==> src/rtl/irq_router_pkg.sv <==
package irq_router_pkg;

  typedef struct packed {
    logic [7:0] dest;
    logic       mask;
    logic       lvl;
    logic       pol;
    logic       dstmode;
    logic [2:0] dlvmode;
    logic [7:0] vec;
  } rte_t;

  localparam logic [7:0] OFF_SEL = 8'h00;
  localparam logic [7:0] OFF_WIN = 8'h10;
  localparam logic [7:0] SEL_ID  = 8'h00;
  localparam logic [7:0] SEL_VER = 8'h01;
  localparam logic [7:0] SEL_ARB = 8'h02;
  localparam logic [7:0] SEL_TBL = 8'h10;
  localparam logic [7:0] VEC_LO  = 8'h10;
  localparam logic [7:0] VEC_HI  = 8'hFE;

  localparam rte_t RTE_RESET = '{dest: 8'h00, mask: 1'b1, lvl: 1'b0, pol: 1'b0,
                                 dstmode: 1'b0, dlvmode: 3'd0, vec: 8'h00};

  function automatic logic [31:0] lo_word(rte_t e, logic rirr);
    return {15'd0, e.mask, e.lvl, rirr, e.pol, 1'b0, e.dstmode, e.dlvmode, e.vec};
  endfunction

  function automatic logic vec_ok(logic [31:0] w);
    return w[16] || (w[7:0] >= VEC_LO && w[7:0] <= VEC_HI);
  endfunction

endpackage

==> src/rtl/irq_router_regs.sv <==
module irq_router_regs
  import irq_router_pkg::*;
#(
  parameter int NPINS    = 24,
  parameter int ADDR_W   = 12,
  parameter int ID_W     = 4,
  parameter logic [7:0] VER_CODE = 8'h11
) (
  input  logic                   clk,
  input  logic                   rst_n,
  input  logic                   bus_wr,
  input  logic [ADDR_W-1:0]      bus_addr,
  input  logic [31:0]            bus_wdata,
  output logic [31:0]            bus_rdata,
  input  logic [NPINS-1:0]       rirr,
  output rte_t [NPINS-1:0]       tbl
);
  localparam int IDX_W = $clog2(NPINS);
  localparam logic [31:0] VER_WORD = {8'h00, 8'(NPINS - 1), 8'h00, VER_CODE};

  logic [7:0]      sel_q;
  logic [ID_W-1:0] id_q;
  rte_t [NPINS-1:0] tbl_q;

  logic [7:0]       off;
  logic [7:0]       rel;
  logic [6:0]       ent;
  logic [IDX_W-1:0] eidx;
  logic             hi, in_tbl, win_wr;

  assign off    = bus_addr[7:0];
  assign rel    = sel_q - SEL_TBL;
  assign ent    = rel[7:1];
  assign eidx   = ent[IDX_W-1:0];
  assign hi     = sel_q[0];
  assign in_tbl = (sel_q >= SEL_TBL) && (32'(ent) < NPINS);
  assign win_wr = bus_wr && (off == OFF_WIN);
  assign tbl    = tbl_q;

  always_ff @(posedge clk or negedge rst_n) begin
    if (!rst_n) begin
      sel_q <= 8'h00;
      id_q  <= '0;
    end else begin
      if (bus_wr && off == OFF_SEL) sel_q <= bus_wdata[7:0];
      if (win_wr && sel_q == SEL_ID) id_q <= bus_wdata[24 +: ID_W];
    end
  end

  always_ff @(posedge clk or negedge rst_n) begin
    if (!rst_n) begin
      tbl_q <= {NPINS{RTE_RESET}};
    end else if (win_wr && in_tbl) begin
      for (int i = 0; i < NPINS; i++) begin
        if (32'(ent) == i) begin
          if (hi) begin
            tbl_q[i].dest <= bus_wdata[31:24];
          end else if (vec_ok(bus_wdata)) begin
            tbl_q[i].vec     <= bus_wdata[7:0];
            tbl_q[i].dlvmode <= bus_wdata[10:8];
            tbl_q[i].dstmode <= bus_wdata[11];
            tbl_q[i].pol     <= bus_wdata[13];
            tbl_q[i].lvl     <= bus_wdata[15];
            tbl_q[i].mask    <= bus_wdata[16];
          end
        end
      end
    end
  end

  always_comb begin
    bus_rdata = 32'd0;
    if (off == OFF_SEL) begin
      bus_rdata = {24'd0, sel_q};
    end else if (off == OFF_WIN) begin
      case (sel_q)
        SEL_ID:  bus_rdata[24 +: ID_W] = id_q;
        SEL_VER: bus_rdata = VER_WORD;
        SEL_ARB: bus_rdata = 32'd0;
        default: begin
          if (in_tbl) begin
            if (hi) bus_rdata = {tbl_q[eidx].dest, 24'd0};
            else    bus_rdata = lo_word(tbl_q[eidx], rirr[eidx]);
          end
        end
      endcase
    end
  end

  logic unused_regs;
  assign unused_regs = ^{bus_addr, bus_wdata[23:17], bus_wdata[14:12], ent};

  // a filtered low-dword write leaves the table untouched
  assert_filter_R5: assert property (@(posedge clk) disable iff (!rst_n)
    (win_wr && in_tbl && !hi && !vec_ok(bus_wdata)) |=> $stable(tbl_q));

  // version and arbitration selects ignore writes
  assert_ro_R3: assert property (@(posedge clk) disable iff (!rst_n)
    (win_wr && (sel_q == SEL_VER || sel_q == SEL_ARB))
      |=> ($stable(tbl_q) && $stable(id_q) && $stable(sel_q)));

endmodule

==> src/rtl/irq_router_pins.sv <==
module irq_router_pins
  import irq_router_pkg::*;
#(
  parameter int NPINS = 24,
  localparam int IDX_W = $clog2(NPINS)
) (
  input  logic             clk,
  input  logic             rst_n,
  input  logic [NPINS-1:0] pins,
  input  rte_t [NPINS-1:0] tbl,
  input  logic             eoi_valid,
  input  logic [7:0]       eoi_vector,
  input  logic             issue_en,
  input  logic [IDX_W-1:0] issue_idx,
  output logic [NPINS-1:0] eligible,
  output logic [NPINS-1:0] rirr
);
  logic [NPINS-1:0] pin_q, pend_q, rirr_q;
  logic [NPINS-1:0] hit, eoi_hit, rise;

  always_comb begin
    for (int i = 0; i < NPINS; i++) begin
      hit[i]      = issue_en && (32'(issue_idx) == i);
      eoi_hit[i]  = eoi_valid && tbl[i].lvl && (eoi_vector == tbl[i].vec);
      rise[i]     = pins[i] && !pin_q[i];
      eligible[i] = pend_q[i] && !tbl[i].mask && !(tbl[i].lvl && rirr_q[i]);
    end
  end

  always_ff @(posedge clk or negedge rst_n) begin
    if (!rst_n) begin
      pin_q  <= '0;
      pend_q <= '0;
      rirr_q <= '0;
    end else begin
      pin_q <= pins;
      for (int i = 0; i < NPINS; i++) begin
        if (tbl[i].lvl) pend_q[i] <= pins[i];
        else            pend_q[i] <= (pend_q[i] && !hit[i]) || rise[i];
        if (hit[i] && tbl[i].lvl) rirr_q[i] <= 1'b1;
        else if (eoi_hit[i])      rirr_q[i] <= 1'b0;
      end
    end
  end

  assign rirr = rirr_q;

  logic unused_pins;
  always_comb begin
    unused_pins = 1'b0;
    for (int i = 0; i < NPINS; i++)
      unused_pins = unused_pins ^ (^{tbl[i].dest, tbl[i].pol, tbl[i].dstmode, tbl[i].dlvmode});
  end

  for (genvar g = 0; g < NPINS; g++) begin : g_chk
    // a level pin awaiting end-of-interrupt is never issued
    assert_block_R7: assert property (@(posedge clk) disable iff (!rst_n)
      (tbl[g].lvl && rirr_q[g]) |-> !hit[g]);
    // masked entries are skipped by the scanner
    assert_mask_R11: assert property (@(posedge clk) disable iff (!rst_n)
      tbl[g].mask |-> !hit[g]);
    // matching end-of-interrupt releases the entry
    assert_eoi_R8: assert property (@(posedge clk) disable iff (!rst_n)
      (eoi_hit[g] && !hit[g]) |=> !rirr_q[g]);
    // an issued edge event is consumed
    assert_edge_clear_R6: assert property (@(posedge clk) disable iff (!rst_n)
      (hit[g] && !tbl[g].lvl && !rise[g]) |=> !pend_q[g]);
  end

endmodule

==> src/rtl/irq_router_scan.sv <==
module irq_router_scan
  import irq_router_pkg::*;
#(
  parameter int NPINS = 24,
  localparam int IDX_W = $clog2(NPINS)
) (
  input  logic             clk,
  input  logic             rst_n,
  input  logic [NPINS-1:0] eligible,
  input  rte_t [NPINS-1:0] tbl,
  input  logic             dlv_ready,
  output logic             issue_en,
  output logic [IDX_W-1:0] issue_idx,
  output logic             dlv_valid,
  output logic [7:0]       dlv_vector,
  output logic [2:0]       dlv_mode,
  output logic             dlv_dest_mode,
  output logic             dlv_level,
  output logic [7:0]       dlv_dest,
  output logic [IDX_W-1:0] dlv_pin
);
  logic             found, free;
  logic [IDX_W-1:0] pick;

  always_comb begin
    found = 1'b0;
    pick  = '0;
    for (int i = NPINS - 1; i >= 0; i--) begin
      if (eligible[i]) begin
        found = 1'b1;
        pick  = IDX_W'(i);
      end
    end
  end

  assign free      = !dlv_valid || dlv_ready;
  assign issue_en  = free && found;
  assign issue_idx = pick;

  always_ff @(posedge clk or negedge rst_n) begin
    if (!rst_n) begin
      dlv_valid     <= 1'b0;
      dlv_vector    <= 8'h00;
      dlv_mode      <= 3'd0;
      dlv_dest_mode <= 1'b0;
      dlv_level     <= 1'b0;
      dlv_dest      <= 8'h00;
      dlv_pin       <= '0;
    end else if (free) begin
      dlv_valid <= found;
      if (found) begin
        dlv_vector    <= tbl[pick].vec;
        dlv_mode      <= tbl[pick].dlvmode;
        dlv_dest_mode <= tbl[pick].dstmode;
        dlv_level     <= tbl[pick].lvl;
        dlv_dest      <= tbl[pick].dest;
        dlv_pin       <= pick;
      end
    end
  end

  logic unused_scan;
  always_comb begin
    unused_scan = 1'b0;
    for (int i = 0; i < NPINS; i++)
      unused_scan = unused_scan ^ tbl[i].pol ^ tbl[i].mask;
  end

  // a stalled request holds every field
  assert_hold_R10: assert property (@(posedge clk) disable iff (!rst_n)
    (dlv_valid && !dlv_ready) |=> (dlv_valid &&
      $stable({dlv_vector, dlv_mode, dlv_dest_mode, dlv_level, dlv_dest, dlv_pin})));

endmodule

==> src/rtl/irq_router.sv <==
module irq_router
  import irq_router_pkg::*;
#(
  parameter int NPINS  = 24,
  parameter int ADDR_W = 12,
  parameter int ID_W   = 4,
  localparam int IDX_W = $clog2(NPINS)
) (
  input  logic              clk,
  input  logic              rst_n,
  input  logic              bus_wr,
  input  logic [ADDR_W-1:0] bus_addr,
  input  logic [31:0]       bus_wdata,
  output logic [31:0]       bus_rdata,
  input  logic [NPINS-1:0]  irq_pins,
  input  logic              eoi_valid,
  input  logic [7:0]        eoi_vector,
  input  logic              dlv_ready,
  output logic              dlv_valid,
  output logic [7:0]        dlv_vector,
  output logic [2:0]        dlv_mode,
  output logic              dlv_dest_mode,
  output logic              dlv_level,
  output logic [7:0]        dlv_dest,
  output logic [IDX_W-1:0]  dlv_pin
);
  rte_t [NPINS-1:0] tbl;
  logic [NPINS-1:0] rirr, eligible;
  logic             issue_en;
  logic [IDX_W-1:0] issue_idx;

  irq_router_regs #(.NPINS(NPINS), .ADDR_W(ADDR_W), .ID_W(ID_W)) u_regs (
    .clk(clk), .rst_n(rst_n), .bus_wr(bus_wr), .bus_addr(bus_addr),
    .bus_wdata(bus_wdata), .bus_rdata(bus_rdata), .rirr(rirr), .tbl(tbl));

  irq_router_pins #(.NPINS(NPINS)) u_pins (
    .clk(clk), .rst_n(rst_n), .pins(irq_pins), .tbl(tbl),
    .eoi_valid(eoi_valid), .eoi_vector(eoi_vector),
    .issue_en(issue_en), .issue_idx(issue_idx),
    .eligible(eligible), .rirr(rirr));

  irq_router_scan #(.NPINS(NPINS)) u_scan (
    .clk(clk), .rst_n(rst_n), .eligible(eligible), .tbl(tbl),
    .dlv_ready(dlv_ready), .issue_en(issue_en), .issue_idx(issue_idx),
    .dlv_valid(dlv_valid), .dlv_vector(dlv_vector), .dlv_mode(dlv_mode),
    .dlv_dest_mode(dlv_dest_mode), .dlv_level(dlv_level),
    .dlv_dest(dlv_dest), .dlv_pin(dlv_pin));

endmodule

==> config.mk <==
export PLATFORM = sky130hd
export DESIGN_NAME = irq_router
export DESIGN_NICKNAME = d
export VERILOG_FILES = /design/src/rtl/irq_router_pkg.sv /design/src/rtl/irq_router_regs.sv /design/src/rtl/irq_router_pins.sv /design/src/rtl/irq_router_scan.sv /design/src/rtl/irq_router.sv
export SDC_FILE = /design/constraint.sdc
export NUM_CORES = 1
export LEC_CHECK = 0
export CAP_MARGIN = 20
export CORE_UTILIZATION = 70
export DETAILED_ROUTE_END_ITERATION = 10
export DONT_BUFFER_PORTS = 1
export MAX_ROUTING_LAYER = met4
export PLACE_DENSITY = 0.92
export SLEW_MARGIN = 10
export SYNTH_ARGS = -nofsm -noshare
export SYNTH_HDL_FRONTEND = slang
export SYNTH_SLANG_ARGS = --single-unit
==> constraint.sdc <==
create_clock -name clk -period 7.9 [get_ports clk]
set_input_delay 0.395 -clock clk [delete_from_list [all_inputs] [get_ports clk]]
set_output_delay 0.395 -clock clk [all_outputs]
set_load 0.005 [all_outputs]
==> impl_metrics.toml <==
[detailed_routing]
drt_iter0_markers = 5783
wl_met1_mm = 45.7
dr.max_layer_used = "met4"
wl_mm = 138
ant_nets = 0
wl_per_cell_um = 36.0
drt_drc_violations_left = 0
via_per_inst = 7.95
route.met2.wl_mm = 57.3
drtPass1Iterations = 7
vias = 30400
wl_met3_mm = 23.4

[placement]
pre_cts_slack_ps = 2770
place_hpwl_mm = 85.7
io_buffers = 0
place_area_um2 = 37600
place.gp.congestion = 1.02

[sta]
slew_headroom_pct = -110
hold_violations = 321
tightestPinTransition_ps = 3150
timing.final.max_slew_violations = 542
fin_skew_ps = 26.4
setup_viol = 0
min_period_ps = 5820
holdWs_ps = -526
finalSetupTns_ps = 0
fmax_ghz = 0.172
rsz0062_at_grt = "no"
setup_slack_ps = 2080
fin_crit_sh_pct = 73.7

[die]
rows = 84
io_pins = 140
die_area_um2 = 54000
start_util_pct = 70.8
die_w_um = 232
die_y_um = 232
core_um2 = 52400

[critical_path]
worst-setup-path-type = "reg2reg"
setup.worst_path.start = "u_regs.tbl[82]"
rr_endpoint = "u_scan.dlv_vector[7]"
path_max_fanout = 29
r2r-start = "u_regs.tbl[82]"
worstSetupStartpointType = "flop"
r2r_setup_slack_ps = 2080
crit_path_end_kind = "flop"
cp.arrival_ps = 6280
endpoint = "u_scan.dlv_vector[7]"
r2r_cells = 9
crit_required_ps = 8360

[global_route]
grtUsageTotal_pct = 53.5
grt_pass1_vias = 30400
grt_overflow_total = 0
grt_start_max_net_pins = 664
grt_pass1_wl_mm = 201
antenna_found_initial = 11

[hold_path]
worstHoldPathType = "in2async"

[synthesis]
synth_flop_cell = "dfrtp_1"
synth_commonest_cells = "dfrtp_1, mux2_2, nand2_1"
netlist_area_um2 = 37100
synth_area_per_cell_um2 = 12.0
async_flop_share_pct = 100
synth-seq-area-share_pct = 44.8
syn_inst = 3101
synth_top_cells_by_area = "dfrtp_1, mux2_2, mux4_2, nand2_1, xor2_1"
yosys.cell_types.count = 78
synth_edf_count = 0
ys_seq_elements = 663
synth.most_common_cell = "dfrtp_1"
synth_top_cell_by_area = "dfrtp_1"
ys_warn_count = 0
synth_top_area_share_pct = 43.1

[power_and_ir_drop]
clkPwrFrac_pct = 43.0
ir_drop_mv = 0.207
intPower_uw = 6000
p_per_area_nw_per_um2 = 210
p_sw_share_pct = 30.0
pwr-share-comb_pct = 16.7
pwr-share-seq_pct = 40.4
p_leak_uw = 0.0181
p_sw_uw = 2580

[clocking]
clk_pin_slew_ps = 60
root_buffer = "clkbuf_16"
clock-sinks = 663
clk-insertion-delay-late_ps = 650
hold_buffers = 49
cts_buffers = 71
cts_tree = "built"
cts_max_level = 3
cts_buffer_depth = 3

[flow_run]
drv_cap = 0

[finish]
syn_to_final_growth_pct = 10.0
final_cell_area_um2 = 40800
nets = 3147
drive_gt1_share_pct = 32.8

[status]
outcome = "complete, but fails checks"
violations = "hold timing, slew limit"
## metal layers
layer	up-vias	track usage, %
met2	3003	71.3
met4	0	35.6
met1	14900	64.2
met5	-	-
li1	11500	-
met3	910	25.1
## flip-flops by register name, indices dropped and copies added, names as in the netlist
signal	flops
u_pins.pend_q	24
u_scan.dlv_pin	5
u_scan.dlv_mode	3
u_regs.sel_q	8
u_scan.dlv_vector	8
u_scan.dlv_dest	8
u_pins.rirr	24
u_regs.id_q	4
u_scan.dlv_level	1
u_pins.pin_q	24
u_regs.tbl	552
u_scan.dlv_dest_mode	1
u_scan.dlv_valid	1
## stage by stage
step / utilization (%) / total power, µW / std cells
global placement: 71.6 / 4730 / 3617
global route: 77.9 / 8670 / 3820
CTS: 77.6 / 8440 / 3797
detailed placement: 71.7 / 4750 / 3619
floorplan: - / 4300 / 3105
finish: 77.9 / 8580 / 3822
## area by class of cell
type / instances / area, µm²
clock buffers: 100 / 2110
flip-flops and latches: 663 / 16600
well taps: 688 / 861
multi-input cells: 2149 / 19400
inverters: 45 / 169
clock inverters: 29 / 442
diodes: 14 / 35.0
repair buffers: 134 / 1230
fillers: 3046 / 11600
## worst max-delay path: stages, from the launching register on
cell	delay [ps]
dfrtp_1	520
nand2_2	130
a22oi_1	360
a21boi_1	650
nand2_1	790
o211ai_1	700
nand2_2	830
o22a_1	470
a211oi_1	1030
a211oi_1	100
## cells in the final DEF (no fill, tap or decap), types with 39 or more instances in the layout
master           n
a211oi_1        40
a21oi_1         65
a31oi_1         39
buf_4           74
clkbuf_16       73
dfrtp_1        636
dlygate4sd3_1   44
inv_1           42
mux2_2         584
mux2i_1         75
mux4_2         168
nand2_1        333
nand4_1         44
nor2_1          83
o21ai_0         73
xnor2_1         60
xor2_1         133
## power groups by stage
stage	clock network (µW)	logic (µW)	registers, µW
6_report	3690	1430	3460
5_1_grt	3810	1400	3460
4_1_cts	3670	1310	3460
3_5_place_dp	0	1230	3520
3_3_place_gp	0	1210	3520
2_1_floorplan	0	797	3500
## worst min-delay path by stage
stage / start / endpoint / slack (ps) / cells past startpoint
floorplan: rst_n / u_pins.pend_q[0] / 100 / 0
global placement: rst_n / u_regs.tbl[383] / 120 / 0
detailed placement: rst_n / u_regs.tbl[383] / 120 / 0
CTS: rst_n / u_regs.tbl[453] / -560 / 0
global route: rst_n / u_regs.tbl[383] / -550 / 0
finish: rst_n / u_regs.tbl[383] / -530 / 0
## kinds of logic after synthesis
family	Yosys count	share of synthesized area [%]
AOI/OAI and AO/OA	477	9.46
xor gates and xnor gates	193	4.55
other	1	0.0101
adders and majority gates	2	0.0674
and+or+nand+nor	644	7.92
muxes	828	30.0
DFF	663	44.8
buffers and inverters	293	3.24
## timing repair
item / CTS / global route
gates resized for setup: 0 / 0
setup buffers: 0 / 0
hold endpoints to repair: 1280 / 663
Note: power is estimated with default switching activity, not from simulation.
